$ cat config.mk
export PLATFORM = sky130hd
export DESIGN_NAME = dbg_cmd_ctrl
export DESIGN_NICKNAME = d
export VERILOG_FILES = /design/src/rtl/dbg_cmd_pkg.sv /design/src/rtl/dbg_ir_shift.sv /design/src/rtl/dbg_cmd_decode.sv /design/src/rtl/dbg_session.sv /design/src/rtl/dbg_cmd_ctrl.sv
export SDC_FILE = /design/constraint.sdc
export NUM_CORES = 1
export LEC_CHECK = 0
export BUFFER_PORTS_ARGS = -buffer_cell sky130_fd_sc_hd__buf_4
export CAP_MARGIN = 0
export CORE_ASPECT_RATIO = 1.2
export CORE_MARGIN = 2
export CORE_UTILIZATION = 35
export CTS_BUF_LIST = sky130_fd_sc_hd__clkbuf_2 sky130_fd_sc_hd__clkbuf_4 sky130_fd_sc_hd__clkbuf_8
export CTS_CLUSTER_SIZE = 12
export DETAILED_ROUTE_END_ITERATION = 10
export GPL_TIMING_DRIVEN = 1
export REMOVE_ABC_BUFFERS = 1
export SKIP_LAST_GASP = 1
export SLEW_MARGIN = 15
export SYNTH_ARGS = -nofsm -noshare
export SYNTH_HDL_FRONTEND = slang
export SYNTH_HIERARCHICAL = 1
export SYNTH_SLANG_ARGS = --single-unit
$ cat constraint.sdc
create_clock -name tck -period 1.2 [get_ports tck]
set_input_delay 0.12 -clock tck [delete_from_list [all_inputs] [get_ports tck]]
set_output_delay 0.12 -clock tck [all_outputs]
set_load 0.02 [all_outputs]
$ cat src/rtl/dbg_cmd_pkg.sv
package dbg_cmd_pkg;
  localparam int unsigned CMD_W_DEF = 8;
  localparam int unsigned RS_W_DEF  = 5;

  typedef struct packed {
    logic rw;
    logic go;
    logic ex;
  } cmd_ctl_t;
endpackage

$ cat src/rtl/dbg_ir_shift.sv
module dbg_ir_shift #(
  parameter int unsigned CMD_W   = 8,
  parameter int unsigned RS_W    = 5,
  parameter logic [CMD_W-1:0] CAP_VAL = 8'h01,
  parameter logic [RS_W-1:0]  RS_NONE = 5'h1F
) (
  input  logic             clk,
  input  logic             rst_n,
  input  logic             tdi,
  input  logic             capture,
  input  logic             shift,
  input  logic             update,
  input  logic             tlr,
  output logic             tdo,
  output logic [CMD_W-1:0] held
);
  localparam logic [CMD_W-1:0] IDLE_CMD = {{(CMD_W-RS_W){1'b0}}, RS_NONE};

  logic [CMD_W-1:0] sh_q, sh_d, held_q, held_d;
  logic             sh_en, held_en;

  always_comb begin
    sh_en = capture | shift;
    if (capture) sh_d = CAP_VAL;
    else         sh_d = {tdi, sh_q[CMD_W-1:1]};
  end

  always_comb begin
    held_en = tlr | update;
    if (tlr) held_d = IDLE_CMD;
    else     held_d = sh_q;
  end

  always_ff @(posedge clk or negedge rst_n) begin
    if (!rst_n)     sh_q <= '0;
    else if (sh_en) sh_q <= sh_d;
  end

  always_ff @(posedge clk or negedge rst_n) begin
    if (!rst_n)       held_q <= IDLE_CMD;
    else if (held_en) held_q <= held_d;
  end

  assign tdo  = sh_q[0];
  assign held = held_q;
endmodule

$ cat src/rtl/dbg_cmd_decode.sv
module dbg_cmd_decode
  import dbg_cmd_pkg::*;
#(
  parameter int unsigned CMD_W = 8,
  parameter int unsigned RS_W  = 5,
  parameter logic [RS_W-1:0] RS_NONE = 5'h1F,
  parameter logic [RS_W-1:0] RS_CPU  = 5'h00
) (
  input  logic [CMD_W-1:0] held,
  input  logic             update_dr,
  output logic [RS_W-1:0]  sel,
  output cmd_ctl_t         ctl,
  output logic             access,
  output logic             go,
  output logic             leave
);
  logic no_sel, cpu_sel, release_sel;

  always_comb begin
    sel         = held[RS_W-1:0];
    ctl.rw      = held[CMD_W-1];
    ctl.go      = held[CMD_W-2];
    ctl.ex      = held[CMD_W-3];
    no_sel      = (sel == RS_NONE);
    cpu_sel     = (sel == RS_CPU);
    release_sel = no_sel | cpu_sel;
    access      = update_dr & ~no_sel;
    go          = update_dr & ctl.go;
    leave       = update_dr & ctl.go & ctl.ex & release_sel;
  end
endmodule

$ cat src/rtl/dbg_session.sv
module dbg_session (
  input  logic clk,
  input  logic rst_n,
  input  logic cpu_dbg,
  input  logic leave,
  output logic active
);
  logic act_q, act_d, act_en;

  always_comb begin
    act_en = leave | cpu_dbg;
    act_d  = ~leave;
  end

  always_ff @(posedge clk or negedge rst_n) begin
    if (!rst_n)      act_q <= 1'b0;
    else if (act_en) act_q <= act_d;
  end

  assign active = act_q;
endmodule

$ cat src/rtl/dbg_cmd_ctrl.sv
module dbg_cmd_ctrl
  import dbg_cmd_pkg::*;
#(
  parameter int unsigned CMD_W       = CMD_W_DEF,
  parameter int unsigned RS_W        = RS_W_DEF,
  parameter int unsigned SYNC_STAGES = 2,
  parameter logic [CMD_W-1:0] CAP_VAL = 8'h01,
  parameter logic [RS_W-1:0]  RS_NONE = 5'h1F,
  parameter logic [RS_W-1:0]  RS_CPU  = 5'h00
) (
  input  logic            tck,
  input  logic            rst_n,
  input  logic            tdi,
  input  logic            tap_capture_ir,
  input  logic            tap_shift_ir,
  input  logic            tap_update_ir,
  input  logic            tap_update_dr,
  input  logic            tap_reset,
  input  logic            cpu_in_debug,
  output logic            tdo,
  output logic [RS_W-1:0] sel_reg,
  output logic            rd_wr,
  output logic            access_pulse,
  output logic            go_pulse,
  output logic            exit_pulse,
  output logic            debug_active
);
  logic [SYNC_STAGES-1:0] rst_pipe;
  logic                   rst_int_n;
  logic [CMD_W-1:0]       held;
  cmd_ctl_t               ctl;

  always_ff @(posedge tck or negedge rst_n) begin
    if (!rst_n) rst_pipe <= '0;
    else        rst_pipe <= {rst_pipe[SYNC_STAGES-2:0], 1'b1};
  end
  assign rst_int_n = rst_pipe[SYNC_STAGES-1];

  dbg_ir_shift #(
    .CMD_W(CMD_W), .RS_W(RS_W), .CAP_VAL(CAP_VAL), .RS_NONE(RS_NONE)
  ) u_ir (
    .clk(tck), .rst_n(rst_int_n), .tdi(tdi),
    .capture(tap_capture_ir), .shift(tap_shift_ir),
    .update(tap_update_ir), .tlr(tap_reset),
    .tdo(tdo), .held(held)
  );

  dbg_cmd_decode #(
    .CMD_W(CMD_W), .RS_W(RS_W), .RS_NONE(RS_NONE), .RS_CPU(RS_CPU)
  ) u_dec (
    .held(held), .update_dr(tap_update_dr),
    .sel(sel_reg), .ctl(ctl),
    .access(access_pulse), .go(go_pulse), .leave(exit_pulse)
  );

  assign rd_wr = ctl.rw;

  dbg_session u_sess (
    .clk(tck), .rst_n(rst_int_n), .cpu_dbg(cpu_in_debug),
    .leave(exit_pulse), .active(debug_active)
  );
endmodule

==> results.cfg <==
[grt]
antenna_found_initial = 0
grt_pass1_vias = 554
grt_max_degree = 18
grt_overflow = 0
grt_use_total_pct = 11.1
grt_pass1_wl_mm = 2.40

[clock_tree]
clk_latency_ps = 300
h-tree-depth = 1
numCtsBuffers = 3
path_clk_slew_ps = 100
cts_tree = built
root_buffer = clkbuf_4
clockBufferDepth = 2
cts.sinks = 19

[synth]
synthCells = 72
avgSynthCellArea_sq_um = 11.8
syn_area_sq_um = 848
yosys_warnings = 6

[critical_path]
r2r_cells = 4
crit_fanout = 2
start_kind = register
reg2reg_slack_ps = 20
critPathArrivalTime_ps = 1390
worstReg2RegEnd = u_sess/active
cp.required_ps = 1080
critPathCaptureType = output port
criticalPathCategory = register to output port
r2r-start = u_ir/held[0]

[placement]
placed_area_sq_um = 988
dp_hpwl_mm = 1.03
numPortBuffers = 19
gp_congestion = 0.677
pre_cts_ws_ps = -16.6

[routing]
via_per_inst = 4.54
ant_nets = 0
first_pass_iters = 4
drt-wirelength-per-cell_um = 11.9
drc_errors = 0
drt_iter0_drc = 2
vias = 559
routed_wl_mm = 1.46

[worst_hold_path]
hold-path-endpoint = u_ir/sh_q[7]
hp-start = tap_capture_ir
hp-class = input port to register
whs_path_depth = 2

[final_layout]
diodes = 0
layout-drive-gt1-share_pct = 46.7
area_delta_synth_final_pct = 27.0
final_util_pct = 46.7
final_area_sq_mm = 0.00108
mostFrequentLayoutCells = 21 x buf_4, 14 x dfrtp_1, 11 x nor2_1
n_fill_cell = 225
nets = 102
mostFrequentLayoutCell = buf_4

[outcome]
violations = setup timing
status = finished with violations

[sta]
fin_ws_ps = -307
finalMaxSlewViolations = 0
hold_violations = 0
fin_crit_ps = 1510
rsz0062_at_grt = yes
finClkSkew_ps = 3.06
setup_viol = 4
fin_crit_sh_pct = 126
whs_ps = 33.6
max_freq_ghz = 0.664

[die]
rows = 19
die_w_um = 48.9
dieArea_sq_mm = 0.00284
die_h_um = 57.9
start_util_pct = 36.8
io_pins = 20
core-area_sq_mm = 0.00231

[power]
power_density_mw_per_mm2 = 1130
ir_worst_vdd_v = 0.000858
cellLeakagePower_uw = 0.000520

[flow_run]
drv_cap = 0
-- power breakdown --
part / switching, uW / internal [uW]
Sequential: 15.9 / 672
Combinational: 88.6 / 99.6
Clock: 194 / 152
-- critical path: stages, from the launching register on --
cell     delay, ps
dfstp_2        540
and3_4         170
nand3_2         80
and2_1         170
buf_6          130
-- through the flow --
stage	TNS (ps)	power, uW	std cells
final	-764	1220	123
after global routing	-1000	1270	123
after CTS	-823	1240	123
after detailed placement	-31.3	866	116
after global placement	0	865	116
after floorplan	-452	774	62
-- how the worst max path moves through the flow --
stage                                to         start  depth (start not counted)
after global placement       exit_pulse  u_ir/held[0]                          4
after CTS                  access_pulse  u_ir/held[0]                          4
final                      access_pulse  u_ir/held[0]                          4
after detailed placement     exit_pulse  u_ir/held[0]                          4
after global routing         exit_pulse  u_ir/held[1]                          5
after floorplan           u_sess/active  u_ir/held[4]                          4
-- sequential cells by signal (all words and copies together) (netlist names) --
signal / cells
u_ir/held: 8
u_ir/sh_q: 8
rst_pipe: 2
u_sess/active: 1
-- area by class of cell --
type	instances	area [sq um]	area share, %
sequential	19	482	44.7
tap	31	38.8	3.60
clock buffer	4	30.0	2.79
multi-input combinational	43	314	29.2
timing repair buffer	26	213	19.7
-- layer usage --
| metal | global-route usage (%) | up-vias | wire [um] | part of all wire, % |
|---|---|---|---|---|
| met5 | 0 | - | 0 | 0 |
| met4 | 7.35 | 0 | 38 | 2.6 |
| met3 | 1.80 | 5 | 70 | 4.8 |
| met2 | 17.4 | 19 | 680 | 47 |
| met1 | 14.4 | 262 | 668 | 46 |
| li1 | - | 273 | - | - |
-- what timing repair did --
| item | 4_1_cts | 5_1_grt |
|---|---|---|
| endpoints found under the hold margin | 2 | 0 |
| gates resized for setup | 6 | 2 |
| setup endpoints to repair | 5 | 6 |
| setup buffers | 2 | 0 |
| hold buffers | 1 | 0 |
Note: power is estimated with default switching activity, not from simulation.
